## config.mk

```make
export PLATFORM = sky130hd
export DESIGN_NAME = page_rights_check
export DESIGN_NICKNAME = d
export VERILOG_FILES = /design/src/rtl/prt_pkg.sv /design/src/rtl/prt_combine.sv /design/src/rtl/prt_decide.sv /design/src/rtl/page_rights_check.sv
export SDC_FILE = /design/constraint.sdc
export NUM_CORES = 1
export LEC_CHECK = 0
export ABC_AREA = 1
export BUFFER_PORTS_ARGS = -buffer_cell sky130_fd_sc_hd__buf_2
export CAP_MARGIN = 20
export CORE_AREA = 2 2 39 41
export DETAILED_ROUTE_END_ITERATION = 16
export DIE_AREA = 0 0 41 43
export GPL_TIMING_DRIVEN = 0
export PLACE_DENSITY_LB_ADDON = 0.08
export REMOVE_ABC_BUFFERS = 1
export SKIP_LAST_GASP = 1
export SYNTH_ARGS = -nofsm -noshare
export SYNTH_HDL_FRONTEND = slang
export SYNTH_HIERARCHICAL = 1
export SYNTH_SLANG_ARGS = --single-unit
```

## constraint.sdc

```tcl
create_clock -name clk -period 0.91 [get_ports clk]
set_input_delay 0.0455 -clock clk [delete_from_list [all_inputs] [get_ports clk]]
set_output_delay 0.0455 -clock clk [all_outputs]
set_load 0.02 [all_outputs]
```

## src/rtl/prt_pkg.sv

```systemverilog
package prt_pkg;

    typedef enum logic [1:0] {
        ACC_READ  = 2'b00,
        ACC_WRITE = 2'b01,
        ACC_FETCH = 2'b10,
        ACC_RSVD  = 2'b11
    } acc_e;

    localparam int ERR_W = 3;

    // Registered state of the checker
    typedef struct packed {
        logic             pulse;
        logic [ERR_W-1:0] code;
    } prt_state_s;

endpackage

```

## src/rtl/prt_combine.sv

```systemverilog
module prt_combine #(
    parameter int LEVELS = 2
) (
    input  logic [LEVELS-1:0] us_i,
    input  logic [LEVELS-1:0] rw_i,
    output logic              eff_us_o,
    output logic              eff_rw_o
);
    logic [1:0] lowest;

    // Most restrictive pair: numerically smallest {us, rw}
    always_comb begin
        lowest = {us_i[0], rw_i[0]};
        for (int i = 1; i < LEVELS; i++) begin
            if ({us_i[i], rw_i[i]} < lowest) begin
                lowest = {us_i[i], rw_i[i]};
            end
        end
    end

    assign eff_us_o = lowest[1];
    assign eff_rw_o = lowest[0];

endmodule

```

## src/rtl/prt_decide.sv

```systemverilog
module prt_decide
    import prt_pkg::*;
#(
    parameter int CPL_W      = 2,
    parameter int USER_LEVEL = 3
) (
    input  logic             eff_us_i,
    input  logic             eff_rw_i,
    input  logic [CPL_W-1:0] cpl_i,
    input  acc_e             acc_i,
    input  logic             wp_i,
    input  logic             np_i,
    output logic             allow_o,
    output logic             is_user_o,
    output logic             is_write_o
);
    logic rights_ok;

    assign is_user_o  = (cpl_i == CPL_W'(USER_LEVEL));
    assign is_write_o = (acc_i == ACC_WRITE);

    always_comb begin
        if (is_user_o) begin
            rights_ok = eff_us_i && (!is_write_o || eff_rw_i);
        end else begin
            rights_ok = !is_write_o || !wp_i || eff_rw_i;
        end
        allow_o = !np_i && rights_ok;
    end

endmodule

```

## src/rtl/page_rights_check.sv

```systemverilog
module page_rights_check
    import prt_pkg::*;
#(
    parameter int LEVELS     = 2,
    parameter int CPL_W      = 2,
    parameter int USER_LEVEL = 3
) (
    input  logic              clk,
    input  logic              rst_n,
    input  logic              req_valid,
    input  logic [LEVELS-1:0] lvl_us,
    input  logic [LEVELS-1:0] lvl_rw,
    input  logic [CPL_W-1:0]  cpl,
    input  logic [1:0]        acc_type,
    input  logic              wp_en,
    input  logic              not_present,
    output logic              access_ok,
    output logic              eff_us,
    output logic              eff_rw,
    output logic              fault_pulse,
    output logic [ERR_W-1:0]  fault_code
);
    localparam int CODE_PROT  = 0;
    localparam int CODE_WRITE = 1;
    localparam int CODE_USER  = 2;

    logic       is_user;
    logic       is_write;
    prt_state_s st_d;
    prt_state_s st_q;

    prt_combine #(
        .LEVELS(LEVELS)
    ) u_combine (
        .us_i    (lvl_us),
        .rw_i    (lvl_rw),
        .eff_us_o(eff_us),
        .eff_rw_o(eff_rw)
    );

    prt_decide #(
        .CPL_W     (CPL_W),
        .USER_LEVEL(USER_LEVEL)
    ) u_decide (
        .eff_us_i  (eff_us),
        .eff_rw_i  (eff_rw),
        .cpl_i     (cpl),
        .acc_i     (acc_e'(acc_type)),
        .wp_i      (wp_en),
        .np_i      (not_present),
        .allow_o   (access_ok),
        .is_user_o (is_user),
        .is_write_o(is_write)
    );

    always_comb begin
        st_d       = st_q;
        st_d.pulse = req_valid && !access_ok;
        if (req_valid && !access_ok) begin
            st_d.code[CODE_PROT]  = !not_present;
            st_d.code[CODE_WRITE] = is_write;
            st_d.code[CODE_USER]  = is_user;
        end
    end

    always_ff @(posedge clk or negedge rst_n) begin
        if (!rst_n) begin
            st_q <= '0;
        end else begin
            st_q <= st_d;
        end
    end

    assign fault_pulse = st_q.pulse;
    assign fault_code  = st_q.code;

endmodule

```

Word-level counts from Yosys, hierarchy flattened

Cells that the tools add are included.

Bits in registers: 4
Bits in latches: 0
RAM bits: 0
Memory bits (read-only): 0
Bits of input ports: 13
Output and inout bits: 7
Logic and storage cells: 17
Memories: 0

$add $sub $neg: 0
$mul: 0
Divide/modulo/power cells: 0
$lt $le $gt $ge: 1
Equality and inequality tests: 2
Shifts and indexed selects: 0
Mux-type cells: 2
Bitwise logic cells: 0
Reductions and logical operators: 10

Operators with widths:

| kind                                                            | number |
|---|---|
| 1-bit logical NOT                                               | 4 |
| 1-bit logical AND                                               | 3 |
| 1-bit logical OR                                                | 3 |
| 2-bit by 1-bit == test with 1-bit output, second input constant | 1 |
| 2-bit == test, second input constant                            | 1 |
| 2-bit less-than comparator                                      | 1 |
| 2-bit 2-to-1 mux                                                | 1 |
| 1-bit 2-to-1 mux                                                | 1 |

Longest topological paths before layout

Word-level depth: 8
Depth in mapped cells: 13

Hierarchy

Netlist, hierarchy kept.

Modules (own cells, without submodules):

| module            | times used | cells an instance | area an instance (um^2) |
|---|---|---|---|
| page_rights_check | 1          | 17                | 155.1 |
| prt_decide        | 1          | 11                | 47.5 |
| prt_combine       | 1          | 7                 | 43.8 |

Least setup slack after synthesis

No wires, ideal clock.

Path type: input to register
Start point: input lvl_us[0]
End point: register st_q (netlist bit fault_code[0])
Arrival: 1.620 ns
Data required time: 0.845 ns
Slack: -0.775 ns
Stages: 13
Buffers on the path: 0
Cells stage by stage: inv_1 > ha_1 > nor2_1 > nor2_1 > nor2_1 > inv_1 > nand3_1 > nor2_1 > nor2_1 > inv_1 > nand2_2 > nand2_1 > nand2_1

Word-level cells in the longest chain between the ends: 8
Elaborated cells on any way between the ends: 9

RTL lines:

| item                         | line                    | text |
|---|---|---|
| from (decl)                  | page_rights_check.sv:11 | `input logic [LEVELS-1:0] lvl_us,` |
| 2-bit less-than comparator * | prt_combine.sv:15       | `if ({us_i[i], rw_i[i]} < lowest) begin` |
| 2-bit 2-to-1 mux *           | prt_combine.sv:15       |  |
| net eff_rw                   | page_rights_check.sv:19 | `output logic eff_rw,` |
| 1-bit logical OR             | prt_decide.sv:24        | `rights_ok = eff_us_i && (!is_write_o \|\| eff_rw_i);` |
| 1-bit logical AND            | prt_decide.sv:24        |  |
| 1-bit 2-to-1 mux *           | prt_decide.sv:23        | `if (is_user_o) begin` |
| 1-bit logical AND *          | prt_decide.sv:28        | `allow_o = !np_i && rights_ok;` |
| net access_ok                | page_rights_check.sv:17 | `output logic access_ok,` |
| 1-bit logical NOT *          | page_rights_check.sv:59 | `if (req_valid && !access_ok) begin` |
| 1-bit logical AND *          | page_rights_check.sv:59 |  |
| to (signal assigned)         | page_rights_check.sv:70 | `st_q <= st_d;` |
| to (decl)                    | page_rights_check.sv:30 | `prt_state_s st_q;` |

The timed path passes the listed nets; every way through them passes the cells marked *.
A chain may end at the register's enable or synchronous reset.

Worst setup path after layout

Start point: input lvl_us[0]
End point: output access_ok

Word-level cells in the longest chain between the ends: 6
Elaborated cells on any way between the ends: 7

RTL lines:

| item                       | line |
|---|---|
| 2-bit less-than comparator | prt_combine.sv:15 |
| 2-bit 2-to-1 mux *         | prt_combine.sv:15 |
| 1-bit logical OR           | prt_decide.sv:24 |
| 1-bit logical AND          | prt_decide.sv:24 |
| 1-bit 2-to-1 mux *         | prt_decide.sv:23 |
| 1-bit logical AND *        | prt_decide.sv:28 |
| to (decl)                  | page_rights_check.sv:17 |

Mark *: on every way between the ends. The rest lies on a longest branch, timed or not.

==> results.toml <==
[timing]
report.final.slew_viol_count = 0
worstMarginPinSlew_ns = 0.1262
setup_slack_ns = -0.1482
fin_crit_sh_pct = 116.3
period_needed_ns = 1.058
relSlewSlack_pct = 91.55
hold_viol = 0
max_freq_mhz = 945.0
rsz0062_at_grt = "true"
fin_hold_ws_ns = 0.09200
fin_setup_tns_ns = -0.4397
fin_skew_ns = 0
setup_viol = 5

[critical_path]
reg2reg_depth = 2
path_max_fanout = 2
r2r_start = "fault_code[0]"
worstReg2RegEnd = "fault_code[0]"
cp-end-kind = "output pin"
crit_required_ns = 0.86
critical_path_class = "input pin to output pin"
crit_arrival_ns = 1.01
regToRegSetupSlack_ns = 0.33
critPathLaunch = "lvl_us[0]"
critPathLaunchType = "input pin"

[synth]
yosys.cell_count.top_type = "inv_1"
ys_top_cells_by_area = "dfrtp_1, inv_1, nand2_1, nor2_1, ha_1"
synth_top_family_by_area = "simple AND/OR/NAND/NOR gates"
synth-xor-area-share_pct = 0
yosys.area.top_type_share_pct = 40.61
synthArstFlopShare_pct = 100.0
yosysTopAreaCell = "dfrtp_1"
synth-edff-count = 0
synthMuxAreaShare_pct = 0
ys.warnings.count = 6
postSynthAreaPerCell_um2 = 7.042
syn_inst = 35
syn_area_um2 = 246.5
synthSimpleGateAreaFrac_pct = 31.98
synth_adder_area_share_pct = 10.15
ys_seq_area_share_pct = 40.61
ys_ff_latch = 4
synth-main-ff-cell = "dfrtp_1"
yosysUniqueCellTypes = 9
synthTopCellsByCount = "inv_1, nand2_1, nor2_1"
synth-compound-area-share_pct = 5.076

[global_routing]
grt_pass1_wl_um = 1014
grt_overflow = 0
antenna_found_initial = 0
track_usage_pct = 9.109
grt_pass1_vias = 259
grt_max_degree = 5

[floorplan]
die_w_um = 41
fp.dieArea_mm2 = 0.001763
core_mm2 = 0.001384
rows = 14
ios = 20
die_h_um = 43
initial_core_util_pct = 17.81

[clock_tree]
cts_buffers = 3
htreeDepth = 1
numClockSinks = 4
clockBufferDepth = 2
cts_tree = "built"
path_clk_slew_ns = 0.04
clkLatencyLatePin_ns = 0.23
clockRootBuffer = "clkbuf_4"

[routing]
met1Wirelength_um = 254
ant_nets = 0
drc_errors = 0
wl_per_cell_um = 8.149
wl_met3_um = 63
vias = 278
routed_wl_um = 603
dr.max_layer_used = "met4"
first_pass_iters = 3
wl_met2_um = 270
vias_per_cell = 3.757
drt_iter0_drc = 4

[power_and_ir_drop]
ir_drop_mv = 0.2851
power_mw = 0.6060
power.leakage_nw = 0.2641
p_per_area_mw_per_mm2 = 1404

[place]
port_buffers = 19
dp.cells = 70
hpwl_um = 500.4
place.gp.congestion = 0.6307
pre_cts_slack_ns = -0.4405
place_area_um2 = 361.6

[hold_path]
hp-class = "input pin to flop"
hold_path_end = "fault_code[0]"
hold_depth = 4
min_from = "not_present"

[finish]
layoutNonFillerInstCount = 74
postLayoutCoreUtil_pct = 31.19
nets = 75
drive_gt1_share_pct = 46.55
fin_area_um2 = 431.7
nFillCells = 159
diodes = 0
synthToLayoutAreaGrowth_pct = 75.13

[run_status]
violations = "negative setup slack"
status = "finished with violations"

[flow_run]
cap_violations = 0
-- sequential cells by signal, summed over array words and instances, names as in the netlist --
name and count:
fault_pulse 1, fault_code 3
-- metal layers --
layer,track usage [%],vias to the layer above
li1,-,150
met1,10.51,111
met2,11.56,15
met3,1.571,2
met4,12.00,0
met5,0,-
-- worst max-delay path, cell delays in order --
cell and delay [ns]:
buf_6 0.10, inv_4 0.05, ha_4 0.18, nor2_2 0.07
nor2_1 0.04, nor2_1 0.10, inv_1 0.06, nand3_2 0.05
nor2_1 0.04, nor2_1 0.12, buf_4 0.16
-- what timing repair did --
item | in CTS | in global routing
endpoints found under the hold margin | 4 | 0
hold buffers | 1 | 0
setup endpoints to repair | 6 | 6
buffers inserted | 0 | 0
resized for setup | 7 | 2
pin swaps | 6 | 4
gates cloned | 0 | 0
-- power by group --
group          internal, mW  total [mW]  switching (mW)  leakage [nW]
Clock                 0.147       0.218          0.0705        0.0138
Combinational        0.0782       0.182           0.103         0.199
Sequential            0.198       0.207         0.00818        0.0510
-- logic make-up (layout without fill, tap and decap cells) --
group / after synthesis / in the layout
adder cells (fa/ha/maj): 2 / 2
AO/OA/AOI/OAI: 2 / 2
flip-flops: 4 / 4
AND/OR/NAND/NOR: 19 / 19
buffers and inverters: 8 / 31
-- final cells by class --
type                    instances  area (µm²)  share of cell area [%]
inverters                       8       32.53                   7.536
well taps                      16       20.02                   4.638
flip-flops and latches          4       100.1                   23.19
multi-input cells              23       136.4                   31.59
repair buffers                 20       120.1                   27.83
clock buffers                   3       22.52                   5.217
-- worst max-delay path by stage --
stage               slack, ns             to  cells past startpoint
floorplan               -0.78  fault_code[0]                     13
global placement        -0.46  fault_code[0]                     14
detailed placement      -0.44  fault_code[0]                     14
CTS                     -0.25      access_ok                     11
global route            -0.27      access_ok                     11
finish                  -0.15      access_ok                     11
-- placed cells by master (no fill, tap or decap), drive strengths merged --
| cell type | n |
|---|---|
| o21bai | 1 |
| clkbuf | 3 |
| ha | 2 |
| buf | 19 |
| dfrtp | 4 |
| nor2 | 7 |
| a21oi | 1 |
| inv | 8 |
| dlygate4sd3 | 1 |
| nand3 | 4 |
| nand2 | 8 |
(Power assumes the default switching activity.)
